--- config.mk ---
export PLATFORM = sky130hd
export DESIGN_NAME = lfsr_pn_gen
export DESIGN_NICKNAME = d
export VERILOG_FILES = /design/src/rtl/lfsr_pkg.sv /design/src/rtl/lfsr_zero_flag.sv /design/src/rtl/lfsr_step_ext.sv /design/src/rtl/lfsr_step_int.sv /design/src/rtl/lfsr_pn_gen.sv
export SDC_FILE = /design/constraint.sdc
export NUM_CORES = 1
export LEC_CHECK = 0
export BUFFER_PORTS_ARGS = -buffer_cell sky130_fd_sc_hd__buf_2
export CAP_MARGIN = 40
export CORE_AREA = 4 4 41 43
export CTS_CLUSTER_DIAMETER = 80
export DETAILED_ROUTE_END_ITERATION = 16
export DIE_AREA = 0 0 45 47
export PLACE_DENSITY = 0.66
export SETUP_SLACK_MARGIN = 0.1
export SYNTH_ARGS = -nofsm -noshare
export SYNTH_HDL_FRONTEND = slang
export SYNTH_SLANG_ARGS = --single-unit
--- constraint.sdc ---
create_clock -name clk -period 1.39 [get_ports clk]
set_input_delay 0.2085 -clock clk [delete_from_list [all_inputs] [get_ports clk]]
set_output_delay 0.2085 -clock clk [all_outputs]
set_load 0.05 [all_outputs]
--- src/rtl/lfsr_pkg.sv ---
package lfsr_pkg;

    typedef enum logic {
        FORM_EXT = 1'b0,
        FORM_INT = 1'b1
    } lfsr_form_e;

    typedef enum logic [1:0] {
        CMD_HOLD  = 2'd0,
        CMD_STEP  = 2'd1,
        CMD_LOAD  = 2'd2,
        CMD_RESET = 2'd3
    } lfsr_cmd_e;

    // Lower coefficients (bit i = coefficient of x^i) of a primitive
    // polynomial of the given degree.
    function automatic logic [31:0] default_taps(input int unsigned n);
        case (n)
            2:       return 32'h0003;
            3:       return 32'h0003;
            4:       return 32'h0003;
            5:       return 32'h0005;
            6:       return 32'h0003;
            7:       return 32'h0003;
            8:       return 32'h0071;
            9:       return 32'h0011;
            10:      return 32'h0009;
            11:      return 32'h0005;
            12:      return 32'h0053;
            13:      return 32'h001B;
            14:      return 32'h002B;
            15:      return 32'h0003;
            16:      return 32'h100B;
            default: return 32'h0003;
        endcase
    endfunction

endpackage

--- src/rtl/lfsr_zero_flag.sv ---
module lfsr_zero_flag #(
    parameter int unsigned WIDTH = 8
) (
    input  logic [WIDTH-1:0] cur,
    output logic             low_clear
);
    // All bits except the outgoing top bit are zero.
    always_comb begin
        low_clear = ~|cur[WIDTH-2:0];
    end
endmodule

--- src/rtl/lfsr_step_ext.sv ---
module lfsr_step_ext #(
    parameter int unsigned     WIDTH = 8,
    parameter logic [WIDTH-1:0] TAPS = '1
) (
    input  logic [WIDTH-1:0] cur,
    input  logic             corr,
    output logic [WIDTH-1:0] nxt
);
    logic fb;

    always_comb begin
        fb = corr;
        for (int i = 0; i < int'(WIDTH); i++) begin
            if (TAPS[i]) begin
                fb = fb ^ cur[WIDTH-1-i];
            end
        end
        nxt = {cur[WIDTH-2:0], fb};
    end
endmodule

--- src/rtl/lfsr_step_int.sv ---
module lfsr_step_int #(
    parameter int unsigned     WIDTH = 8,
    parameter logic [WIDTH-1:0] TAPS = '1
) (
    input  logic [WIDTH-1:0] cur,
    input  logic             corr,
    output logic [WIDTH-1:0] nxt
);
    logic fold;

    always_comb begin
        fold = cur[WIDTH-1] ^ corr;
        nxt  = {cur[WIDTH-2:0], 1'b0} ^ (fold ? TAPS : '0);
    end
endmodule

--- src/rtl/lfsr_pn_gen.sv ---
module lfsr_pn_gen
    import lfsr_pkg::*;
#(
    parameter int unsigned      WIDTH      = 8,
    parameter lfsr_form_e       FORM       = FORM_EXT,
    parameter bit               FULL_CYCLE = 1'b0,
    parameter logic [WIDTH-1:0] TAPS       = WIDTH'(default_taps(WIDTH)),
    parameter logic [WIDTH-1:0] RESET_SEED = '1
) (
    input  logic             clk,
    input  logic             rst,
    input  logic             en,
    input  logic             load,
    input  logic [WIDTH-1:0] seed,
    output logic             serial_out,
    output logic [WIDTH-1:0] state
);
    localparam logic [WIDTH-1:0] ALL_ONES = '1;
    localparam logic [WIDTH-1:0] RST_VAL  =
        (FULL_CYCLE || (RESET_SEED != '0)) ? RESET_SEED : ALL_ONES;

    logic [WIDTH-1:0] state_q;
    logic [WIDTH-1:0] step_val;
    logic [WIDTH-1:0] seed_safe;
    logic             low_clear;
    logic             corr;
    lfsr_cmd_e        cmd;

    lfsr_zero_flag #(.WIDTH(WIDTH)) u_zero (
        .cur       (state_q),
        .low_clear (low_clear)
    );

    assign corr = FULL_CYCLE ? low_clear : 1'b0;

    generate
        if (FORM == FORM_EXT) begin : g_ext
            lfsr_step_ext #(.WIDTH(WIDTH), .TAPS(TAPS)) u_step (
                .cur  (state_q),
                .corr (corr),
                .nxt  (step_val)
            );
        end else begin : g_int
            lfsr_step_int #(.WIDTH(WIDTH), .TAPS(TAPS)) u_step (
                .cur  (state_q),
                .corr (corr),
                .nxt  (step_val)
            );
        end
    endgenerate

    // Seed correction: a zero seed would lock the plain generator.
    always_comb begin
        if (!FULL_CYCLE && (seed == '0)) begin
            seed_safe = ALL_ONES;
        end else begin
            seed_safe = seed;
        end
    end

    // Command decode in priority order.
    always_comb begin
        if (rst) begin
            cmd = CMD_RESET;
        end else if (load) begin
            cmd = CMD_LOAD;
        end else if (en) begin
            cmd = CMD_STEP;
        end else begin
            cmd = CMD_HOLD;
        end
    end

    // State register.
    always_ff @(posedge clk) begin
        unique case (cmd)
            CMD_RESET: state_q <= RST_VAL;
            CMD_LOAD:  state_q <= seed_safe;
            CMD_STEP:  state_q <= step_val;
            CMD_HOLD:  state_q <= state_q;
        endcase
    end

    // Outputs.
    always_comb begin
        state      = state_q;
        serial_out = state_q[WIDTH-1];
    end
endmodule

==> metrics.cfg <==
[job]
max-cap-violations=0

[timing]
final_max_slew_viol_count=0
max_freq_mhz=809
layout_min_cycle_time_ps=1240
max_slew_margin_pct=68.7
fin_setup_tns_ps=0
post-route-period-util_pct=88.9
setup_slack_ps=154
rsz0062_at_grt=no
worstMarginPinSlew_ps=465
holdWs_ps=349
finalHoldViolCount=0
finClkSkew_ps=6.77
setup_violations=0

[layout]
fin_nets=90
nFillCells=133
seq_area_um2=240
fin_util_pct=52.5
area_delta_synth_final_pct=33.5
insertedDiodeCount=0
largest_reg_flops=8
multi_input_area_um2=256
layout.cells.non_filler=88
fin_area_um2=683
drive_above_1_share_pct=42.5

[worst_setup_path]
worst_setup_path_end_kind=flip-flop
crit_buf_inv=0
ff2ff_path_depth=3
timing.rr.start=state[2]
critPathTopFamily=flip-flops
cpMaxStageDelayCell=edfxtp_1
cp_max_fo=3
cp-endpoint=state[0]
required_ps=1370
crit_top_cell=xnor2_2
path_cells=xnor2_2 > xnor2_2 > o221ai_1
cp_num_cells=3
max_stage_delay_ps=450
worstPathArrival_ps=1220
rrSetupSlack_ps=150
crit_type=flip-flop to flip-flop
critPathLaunchType=flip-flop
crit_start=state[2]
reg2reg_to=state[0]

[placement]
placed_cells_incl_taps=84
dpl-instance-area_um2=631
gp_congestion=0.768
preCtsSetupSlack_ps=-4.06
dp_hpwl_um=963
io_buffers=20

[cts]
worst_skew_pair.late_latency_ps=260
path_clk_slew_ps=60
cts_buffers=3
clock-sinks=8
clk_path_buf_depth=2
tritoncts=built
root_buffer=clkbuf_4
htreeDepth=1

[die]
core_area_mm2=0.00130
die_w_um=45
die_h_um=47
dieArea_mm2=0.00212
io-pin-count=21
row_count=13
start_util_pct=39.3

[power_and_ir_drop]
p_leak_nw=0.284
powerDensity_mw_per_mm2=1230
ir_drop_v=0.000505
finalPower_mw=0.839

[worst_hold_path]
min_path_type=input port to flip-flop

[routing]
first_pass_iters=4
drt-initial-drc-count=21
drc=0
viasPerCell=5.35
wl_per_cell_um=14.0
antenna_left=0
num_vias=471
wirelength_mm=1.24

[logic_synthesis]
ys_ff_latch=8
synth-edff-count=8
ys_seq_area_share_pct=46.9
async_reset_ff_share_pct=0
post-synth-top-count-cell=a21oi_1
synth_ff_type=edfxtp_1
syn_area_um2=512
synth_cells=50
synth_area_per_cell_um2=10.2
synth_common_cells=a21oi_1, edfxtp_1, nand2_1, o211ai_1, inv_1
synth_top_cell_by_area=edfxtp_1
ys_types=13
synthTopCellsByArea=edfxtp_1, o211ai_1, a21oi_1
syn_nets=65
synth_top_cell_area_share_pct=46.9
yosysWarningCount=0

[grt]
overflow=0
grt_pass1_wl_mm=1.95
grt_pass1_vias=439
antenna_found_initial=0
grt_usage_pct=13.7
grt_start_max_net_pins=9

[run_status]
status=finished clean

[cells by family (layout without fill, tap and decap cells)]
| kind of cell | count (synthesis) | in the layout | synth area share [%] |
|---|---|---|---|
| flip-flops | 8 | 8 | 46.9 |
| XOR/XNOR | 3 | 3 | 5.14 |
| AO/OA/AOI/OAI | 17 | 17 | 20.8 |
| AND/OR/NAND/NOR | 10 | 10 | 12.5 |
| adder cells (fa/ha/maj) | 3 | 3 | 7.34 |
| buffers and inverters | 9 | 32 | 7.34 |
[worst min-delay path: cells and delay by family]
| family | cells | cell delay, ps |
|---|---|---|
| AOI/OAI and AO/OA | 2 | 180 |
| buffers and inverters | 1 | 90 |
[worst min-delay path by stage]
stage / slack, ps / cells after the start / start / endpoint
floorplan: 480 / 2 / seed[1] / state[1]
global placement: 590 / 2 / state[5] / state[6]
detailed placement: 600 / 2 / state[4] / state[5]
CTS: 350 / 3 / seed[3] / state[3]
global route: 370 / 3 / seed[3] / state[3]
finish: 350 / 3 / seed[3] / state[3]
[per-layer routing]
layer / track usage [%] / part of all wire, % / vias to the layer above
met2: 23.7 / 50 / 19
li1: - / - / 229
met3: 3.83 / 5.3 / 2
met4: 8.77 / 2.0 / 0
met1: 14.8 / 42 / 221
met5: 0 / 0 / -
[where the power goes]
group | total [mW] | internal [mW] | switching, mW
clock network | 0.184 | 0.0992 | 0.0844
logic | 0.319 | 0.103 | 0.216
registers | 0.336 | 0.307 | 0.0288
total | 0.839 | 0.510 | 0.329
[layout make-up]
type	instances	area share, %
inverters	6	3.30
multi-input cells	33	37.5
flip-flops and latches	8	35.2
clock buffers	3	3.30
repair buffers	23	17.9
well taps	15	2.75
[timing repair]
action / in CTS / in global routing
setup endpoints to repair: 1 / 1
hold buffers: 0 / 0
gates resized for setup: 1 / 2
setup buffers: 1 / 0
[layout by cell type (no fill, tap or decap)]
cell type	count
a21oi_1	9
buf_2	20
buf_4	3
clkbuf_4	3
edfxtp_1	8
ha_1	3
inv_1	6
nand2_1	7
nor2_1	1
nor4_2	1
nor4_4	1
o211ai_1	7
o221ai_1	1
xnor2_2	3
Note: power is estimated with default switching activity, not from simulation.
